### config.mk
export PLATFORM = sky130hd
export DESIGN_NAME = tapped_delay_top
export DESIGN_NICKNAME = d
export VERILOG_FILES = /design/src/rtl/tapped_delay_pkg.sv /design/src/rtl/tapped_delay_section.sv /design/src/rtl/tapped_delay_secmux.sv /design/src/rtl/tapped_delay_outreg.sv /design/src/rtl/tapped_delay_top.sv
export SDC_FILE = /design/constraint.sdc
export NUM_CORES = 1
export LEC_CHECK = 0
export BUFFER_PORTS_ARGS = -buffer_cell sky130_fd_sc_hd__clkbuf_2
export CORE_ASPECT_RATIO = 0.5
export CORE_MARGIN = 1.5
export CORE_UTILIZATION = 55
export CTS_CLUSTER_SIZE = 14
export DETAILED_ROUTE_END_ITERATION = 8
export PLACE_DENSITY = 0.84
export SLEW_MARGIN = 30
export SYNTH_ARGS = -nofsm -noshare
export SYNTH_HDL_FRONTEND = slang
export SYNTH_HIERARCHICAL = 1
export SYNTH_SLANG_ARGS = --single-unit
### constraint.sdc
create_clock -name clk -period 1.7 [get_ports clk]
set_clock_uncertainty 0.05 [all_clocks]
set_input_delay 0.255 -clock clk [delete_from_list [all_inputs] [get_ports clk]]
set_output_delay 0.255 -clock clk [all_outputs]
set_load 0.005 [all_outputs]
### src/rtl/tapped_delay_pkg.sv
// Shared constants and helpers for the addressable delay line.
// Assumes sections of a fixed 16 stages, addressed by 4 low address bits.
package tapped_delay_pkg;

    localparam int unsigned SEC_DEPTH = 16;
    localparam int unsigned SEC_SEL_W = 4;

    // Address width needed to reach every stage of `sections` sections.
    function automatic int unsigned addr_width(input int unsigned sections);
        int unsigned total;
        total = sections * SEC_DEPTH;
        return (total <= SEC_DEPTH) ? SEC_SEL_W : $clog2(total);
    endfunction

endpackage

### src/rtl/tapped_delay_section.sv
// One 16-stage delay section for a WIDTH-bit data path.
// Shifts when ce is high. The tap is a combinational read selected by sel.
// last_out is the final stage and feeds the next section in the cascade.
// Assumes the stage contents need no reset.
module tapped_delay_section
    import tapped_delay_pkg::*;
#(
    parameter int unsigned WIDTH = 4
) (
    input  logic                 clk,
    input  logic                 ce,
    input  logic [WIDTH-1:0]     din,
    input  logic [SEC_SEL_W-1:0] sel,
    output logic [WIDTH-1:0]     tap_out,
    output logic [WIDTH-1:0]     last_out
);

    logic [WIDTH-1:0] stg [SEC_DEPTH];

    // Shift the whole section by one stage on each enabled edge.
    always_ff @(posedge clk) begin
        if (ce) begin
            stg[0] <= din;
            for (int i = 1; i < int'(SEC_DEPTH); i++) begin
                stg[i] <= stg[i-1];
            end
        end
    end

    // Read the addressed stage.
    always_comb begin
        tap_out = stg[sel];
    end

    assign last_out = stg[SEC_DEPTH-1];

endmodule

### src/rtl/tapped_delay_secmux.sv
// Picks one section's tap from the upper address bits.
// Addresses that point past the last section read zero.
module tapped_delay_secmux
    import tapped_delay_pkg::*;
#(
    parameter int unsigned WIDTH    = 4,
    parameter int unsigned SECTIONS = 2,
    parameter int unsigned ADDR_W   = 5
) (
    input  logic [SECTIONS-1:0][WIDTH-1:0] sec_taps,
    input  logic [ADDR_W-1:0]              sel,
    output logic [WIDTH-1:0]               tap_out
);

    logic [ADDR_W-1:0] sec_idx;

    // Select the section tap named by the upper address bits.
    always_comb begin
        sec_idx = sel >> SEC_SEL_W;
        tap_out = '0;
        for (int s = 0; s < int'(SECTIONS); s++) begin
            if (sec_idx == ADDR_W'(s)) begin
                tap_out = sec_taps[s];
            end
        end
    end

endmodule

### src/rtl/tapped_delay_outreg.sv
// Optional output register that adds one cycle after the tap.
// Synchronous active-low reset clears it. It loads only while ce is high.
module tapped_delay_outreg #(
    parameter int unsigned WIDTH = 4
) (
    input  logic             clk,
    input  logic             rst_n,
    input  logic             ce,
    input  logic [WIDTH-1:0] d,
    output logic [WIDTH-1:0] q
);

    // Capture the tap on enabled edges, clear on reset.
    always_ff @(posedge clk) begin
        if (!rst_n) begin
            q <= '0;
        end else if (ce) begin
            q <= d;
        end
    end

endmodule

### src/rtl/tapped_delay_top.sv
// Addressable-depth delay line: SECTIONS cascaded 16-stage sections per bit.
// The delay is depth_sel+1 enabled cycles at tap_out, and one more at reg_out.
// Assumes reset is needed only for the output register.
module tapped_delay_top
    import tapped_delay_pkg::*;
#(
    parameter int unsigned WIDTH    = 4,
    parameter int unsigned SECTIONS = 2,
    localparam int unsigned ADDR_W  = addr_width(SECTIONS)
) (
    input  logic              clk,
    input  logic              rst_n,
    input  logic              ce,
    input  logic [WIDTH-1:0]  din,
    input  logic [ADDR_W-1:0] depth_sel,
    output logic [WIDTH-1:0]  tap_out,
    output logic [WIDTH-1:0]  reg_out
);

    logic [SECTIONS:0][WIDTH-1:0]   chain;
    logic [SECTIONS-1:0][WIDTH-1:0] sec_taps;

    assign chain[0] = din;

    // Build the cascade: each section takes the last stage of the one before.
    for (genvar s = 0; s < int'(SECTIONS); s++) begin : g_sec
        tapped_delay_section #(.WIDTH(WIDTH)) u_sec (
            .clk      (clk),
            .ce       (ce),
            .din      (chain[s]),
            .sel      (depth_sel[SEC_SEL_W-1:0]),
            .tap_out  (sec_taps[s]),
            .last_out (chain[s+1])
        );
    end

    tapped_delay_secmux #(
        .WIDTH    (WIDTH),
        .SECTIONS (SECTIONS),
        .ADDR_W   (ADDR_W)
    ) u_mux (
        .sec_taps (sec_taps),
        .sel      (depth_sel),
        .tap_out  (tap_out)
    );

    tapped_delay_outreg #(.WIDTH(WIDTH)) u_oreg (
        .clk   (clk),
        .rst_n (rst_n),
        .ce    (ce),
        .d     (tap_out),
        .q     (reg_out)
    );

endmodule

==> flow_metrics.tcl, run 1 <==
set metrics [dict create \
    status "finished, violations left" \
    violations "setup timing" \
    synth_common_cells "edfxtp_1 (128), mux4_1 (28), nand3_1 (16)" \
    diodes 0 \
    synth_ff_type "edfxtp_1" \
    num_vias 2752 \
    gr-max-usage-layer "met2" \
    via_per_inst 6.20 \
    sw_frac_of_total_pct 21.1 \
    wl_um 10800 \
    hpwl_um 5610 \
    core-area_um2 8890 \
    intPower_mw 6.43 \
    die_h_um 71.5 \
    first_pass_iters 4 \
    tns_ns -3.82 \
    grt_max_degree 43 \
    cp_num_buf_inv 1 \
    finalPower_mw 8.15 \
    timing.final.ws_setup_ns -0.661 \
    p_switching_mw 1.72 \
    use_met3_pct 9.83 \
    syn_area_per_cell_um2 23.1 \
    antenna_found_initial 0 \
    yosysSeqAreaShare_pct 76.1 \
    grt_pass1_wl_um 16500 \
    dp_cells 388 \
    cts_sinks 132 \
    worstPathMaxFanout 2 \
    critical_path_arrival_ns 2.06 \
    placed_cell_area_um2 5690 \
    ios 20 \
    drive_gt1_share_pct 42.5 \
    drt_iter0_drc 289 \
    min_period_ns 2.36 \
    ant_nets 0 \
    pwr-share-clk_pct 44.6 \
    start_util_pct 58.0 \
    instances_no_fill 444 \
    critPathLaunchType "flip-flop" \
    fin_crit_sh_pct 139 \
    fillers 476 \
    grt_pass1_vias 2720 \
    wl_per_cell_um 24.2 \
    drc 0 \
    gp_congestion 0.738 \
    p_per_area_nw_per_um2 1250 \
    ir_drop_v 0.00100 \
    critical_path_class "reg2out" \
    ys_types 15 \
    fmax_mhz 424 \
    io_buffers 19 \
    area_growth_pct 26.3 \
    slew_headroom_pct 66.6 \
    setup_viol 8 \
    crit_path_cell_trace "mux4_2, a22oi_2, nand3_2, mux2_4, clkbuf_2" \
    use_met1_pct 31.9 \
    hold_path.class "in2reg" \
    cp.required_ns 1.39 \
    post-synth-top-count-cell "edfxtp_1" \
    slowest_delay_ns 0.49 \
    fin_nets 326 \
    maxCapViolations 0 \
    met2_usage_pct 35.8 \
    cp_slowest_cell "mux4_2" \
    combPwrFrac_pct 7.5 \
    finalHoldViolations 0 \
    crit_family "multiplexers" \
    cts_buffer_depth 2 \
    yosys.area.top_type "edfxtp_1" \
    ys_ff_latch 132 \
    preCtsSetupSlack_ns -0.587 \
    pwr-share-seq_pct 47.9 \
    stdcell_area_um2 6510 \
    p_leak_nw 2.40 \
    ys_warn_count 6 \
    cts_tree "done" \
    htreeDepth 4 \
    numCtsBuffers 17 \
    die_area_um2 10000 \
    synth_top_area_share_pct 74.6 \
    core.rowCount 24 \
    worst_slew_pin_slew_ns 0.500 \
    synthArstFlopShare_pct 0 \
    synth_edf_count 128 \
    syn_inst 223 \
    endpoint_kind "primary output" \
    die_width_um 140 \
    rsz0062_at_grt "true" \
    grtUsageTotal_pct 24.0 \
    clk_latency_ns 0.42 \
    syn-cell-area_um2 5150 \
    clk_pin_slew_worst_paths_ns 0.06 \
    drv_slew 0 \
    syn_nets 235 \
    overflow 0 \
    synthTopCellsByArea "edfxtp_1 (75%), mux4_1 (14%), mux4_2 (1.7%)" \
    root_buffer "clkbuf_16" \
]
## sequential cells by signal, summed over array words and instances, names as in the netlist
| signal | count |
|---|---|
| u_oreg/q | 4 |
| g_sec.u_sec/stg | 128 |
## stage by stage
step | utilization, % | hold WS (ns)
floorplan | - | 0.304
global placement | 64.0 | 0.372
detailed placement | 64.0 | 0.375
CTS | 72.4 | 0.0948
global route | 73.2 | 0.0867
finish | 73.2 | 0.109
## placed cells by master (no fill, tap or decap), drive strengths merged
| master | instances |
|---|---|
| clkinvlp | 3 |
| nand3 | 16 |
| dfxtp | 4 |
| buf | 59 |
| dlygate4sd3 | 4 |
| nor2b | 8 |
| edfxtp | 128 |
| clkbuf | 41 |
| clkinv | 4 |
| mux2i | 4 |
| nand2 | 8 |
| mux4 | 32 |
| a22oi | 8 |
| nor2 | 2 |
| mux2 | 4 |
| bufinv | 2 |
## power groups by stage
stage,clock network [mW],logic [mW],registers [mW]
floorplan,0,0.259,3.90
finish,3.63,0.615,3.90
global placement,0,0.474,3.92
global route,3.84,0.645,3.91
CTS,3.66,0.571,3.89
detailed placement,0,0.491,3.94
## repair_timing
action | 4_1_cts | 5_1_grt
hold buffers | 4 | 0
pin swaps | 6 | 4
setup buffers | 12 | 8
hold endpoints to repair | 4 | 0
setup endpoints to repair | 8 | 8
resized for setup | 22 | 3
## logic make-up after synthesis
| logic type | after synthesis | share of synthesized area, % |
|---|---|---|
| mux | 40 | 17.7 |
| flops | 132 | 76.1 |
| buf+inv | 9 | 1.77 |
| compound gates | 8 | 1.17 |
| simple gates | 34 | 3.25 |
## final timing paths
path / cells after the start / from / endpoint / slack [ns]
worst max-delay path: 5 / g_sec[1].u_sec/stg[2][0]$_DFFE_PP_ / tap_out[0] / -0.66
worst min-delay path: 2 / rst_n / u_oreg/q[2]$_SDFFE_PN0P_ / 0.11
worst max register to register: 7 / g_sec[0].u_sec/stg[14][2]$_DFFE_PP_ / u_oreg/q[2]$_SDFFE_PN0P_ / -0.36
worst min register to register: 0 / g_sec[1].u_sec/stg[13][0]$_DFFE_PP_ / g_sec[1].u_sec/stg[14][0]$_DFFE_PP_ / 0.39
## cell type report
class,count,area [um2],area share [%]
flip-flops and latches,132,3920,60.3
multi-input cells,82,1170,18.0
clock buffers,23,488,7.50
repair buffers,81,673,10.3
clock inverters,9,103,1.58
well taps,117,146,2.25
## routing by layer
layer,wire [um],up-vias
li1,-,1139
met1,4450,1441
met2,5170,146
met3,867,26
met4,269,0
met5,0,-
Power figures use the tool's default switching activity.
==> run 2, diff against run 1 <==
RECOVER_POWER = 50   (was default)
==> run 2 against run 1 <==
The flow still finishes with violations (setup timing). Via count rose by 0.11%. Global-route usage did not move. Design area fell by 0.48%. Sequential cell count did not move. Critical endpoint unchanged. Largest power group unchanged.
==> flow_metrics.tcl, run 2 (synthesis gave the netlist of run 1 again) <==
set metrics [dict create \
    drt_iter0_drc 272 \
    fin_crit_sh_pct 139 \
    clk_latency_ns 0.42 \
    setup_viol 8 \
    slowest_delay_ns 0.49 \
    fin_nets 326 \
    via_per_inst 6.20 \
    endpoint_kind "primary output" \
    largest_register_ff_count 128 \
    core.rowCount 24 \
    num_vias 2755 \
    root_buffer "clkbuf_16" \
    p_leak_nw 2.39 \
    violations "setup timing" \
    start_util_pct 58.0 \
    die_width_um 140 \
    first_pass_iters 4 \
    cts_sinks 132 \
    io_buffers 19 \
    cp_slowest_cell "mux4_2" \
    status "finished, violations left" \
    ant_nets 0 \
    layout_commonest_cell "edfxtp_1" \
    fillers 483 \
    ir_drop_v 0.00100 \
    cts_tree "done" \
    drc 0 \
    hold_path.class "in2reg" \
    finalPower_mw 8.13 \
    wl_per_cell_um 24.2 \
    clk_pin_slew_worst_paths_ns 0.06 \
    ios 20 \
    p_per_area_nw_per_um2 1260 \
    worstPathMaxFanout 2 \
    r2r_slack_ns -0.38 \
    diodes 0 \
    most-common-layout-cells "edfxtp_1 (128), buf_4 (49), clkbuf_2 (19)" \
    critical_path_class "reg2out" \
    numCtsBuffers 17 \
    grt_max_degree 43 \
    timing.final.ws_setup_ns -0.658 \
    area_growth_pct 25.7 \
    cp_num_buf_inv 1 \
    htreeDepth 4 \
    critPathLaunchType "flip-flop" \
    dp_cells 388 \
    crit_path_cell_trace "mux4_2, a22oi_2, nand3_2, mux2_4, clkbuf_2" \
    fmax_mhz 424 \
    multi_input_area_um2 1170 \
    grtUsageTotal_pct 24.0 \
    grt_pass1_wl_um 16500 \
    crit_family "multiplexers" \
    instances_no_fill 444 \
    drive_gt1_share_pct 42.2 \
    wl_um 10700 \
    antenna_found_initial 0 \
    gp_congestion 0.738 \
    die_area_um2 10000 \
    slew_headroom_pct 44.8 \
    overflow 0 \
    reg.largest.list "g_sec.u_sec/stg (128), u_oreg/q (4)" \
    drv_slew 0 \
    maxCapViolations 0 \
    worst_slew_pin_slew_ns 0.829 \
    regArea_um2 3920 \
    cp.required_ns 1.39 \
    rsz0062_at_grt "true" \
    hpwl_um 5610 \
    core-area_um2 8890 \
    regMostFlops "g_sec.u_sec/stg" \
    finalHoldViolations 0 \
    grt_pass1_vias 2720 \
    min_period_ns 2.36 \
    cts_buffer_depth 2 \
    die_h_um 71.5 \
    critical_path_arrival_ns 2.05 \
]
==> run 2: metal layers <==
metal	GRT usage [%]	share of wire, %	vias to the layer above
li1	-	-	1141
met3	9.83	7.7	20
met4	10.2	2.0	0
met1	31.9	42	1438
met2	35.8	49	156
met5	0	0	-
==> run 2: metrics by stage <==
step | utilization [%] | setup TNS (ns) | hold WS [ns] | worst slack, ns | area (um2)
2_1_floorplan | - | -0.544 | 0.304 | -0.102 | 5180
3_3_place_gp | 64.0 | -3.88 | 0.372 | -0.531 | 5690
3_5_place_dp | 64.0 | -4.40 | 0.375 | -0.587 | 5690
4_1_cts | 72.4 | -3.35 | 0.0948 | -0.659 | 6430
5_1_grt | 72.9 | -4.23 | 0.0867 | -0.722 | 6480
6_report | 72.9 | -3.82 | 0.104 | -0.658 | 6480
==> run 2: worst register-to-register path, delay by kind of cell (launching register included) <==
| family | cells | cell delay [ns] |
|---|---|---|
| multiplexers | 3 | 0.96 |
| AO/OA/AOI/OAI | 1 | 0.22 |
| buffers and inverters | 1 | 0.15 |
| flip-flops | 1 | 0.41 |
| AND/OR/NAND/NOR | 2 | 0.19 |
==> run 2: area by class of cell <==
cell class / count / share of cell area [%]
multi-input combinational: 82 / 18.1
timing repair buffer: 81 / 9.91
tap: 117 / 2.26
clock buffer: 23 / 7.53
clock inverter: 9 / 1.58
sequential: 132 / 60.6
==> run 2: worst paths after layout <==
kind,to,start,cells after the start
worst min-delay path,u_oreg/q[2]$_SDFFE_PN0P_,rst_n,2
worst max-delay path,tap_out[0],g_sec[1].u_sec/stg[2][0]$_DFFE_PP_,5
worst min register to register,g_sec[1].u_sec/stg[14][0]$_DFFE_PP_,g_sec[1].u_sec/stg[13][0]$_DFFE_PP_,0
worst max register to register,u_oreg/q[3]$_SDFFE_PN0P_,g_sec[0].u_sec/stg[0][3]$_DFFE_PP_,7
==> run 2: where the power goes <==
part | switching, mW | internal (mW)
Combinational | 0.277 | 0.328
Sequential | 0.108 | 3.79
Clock | 1.33 | 2.30
Total | 1.71 | 6.42
==> run 2: what timing repair did <==
item,4_1_cts,5_1_grt
setup endpoints to repair,8,8
setup buffers,12,8
hold buffers,4,0
pin swaps,6,4
hold endpoints to repair,4,0
resized for setup,22,3
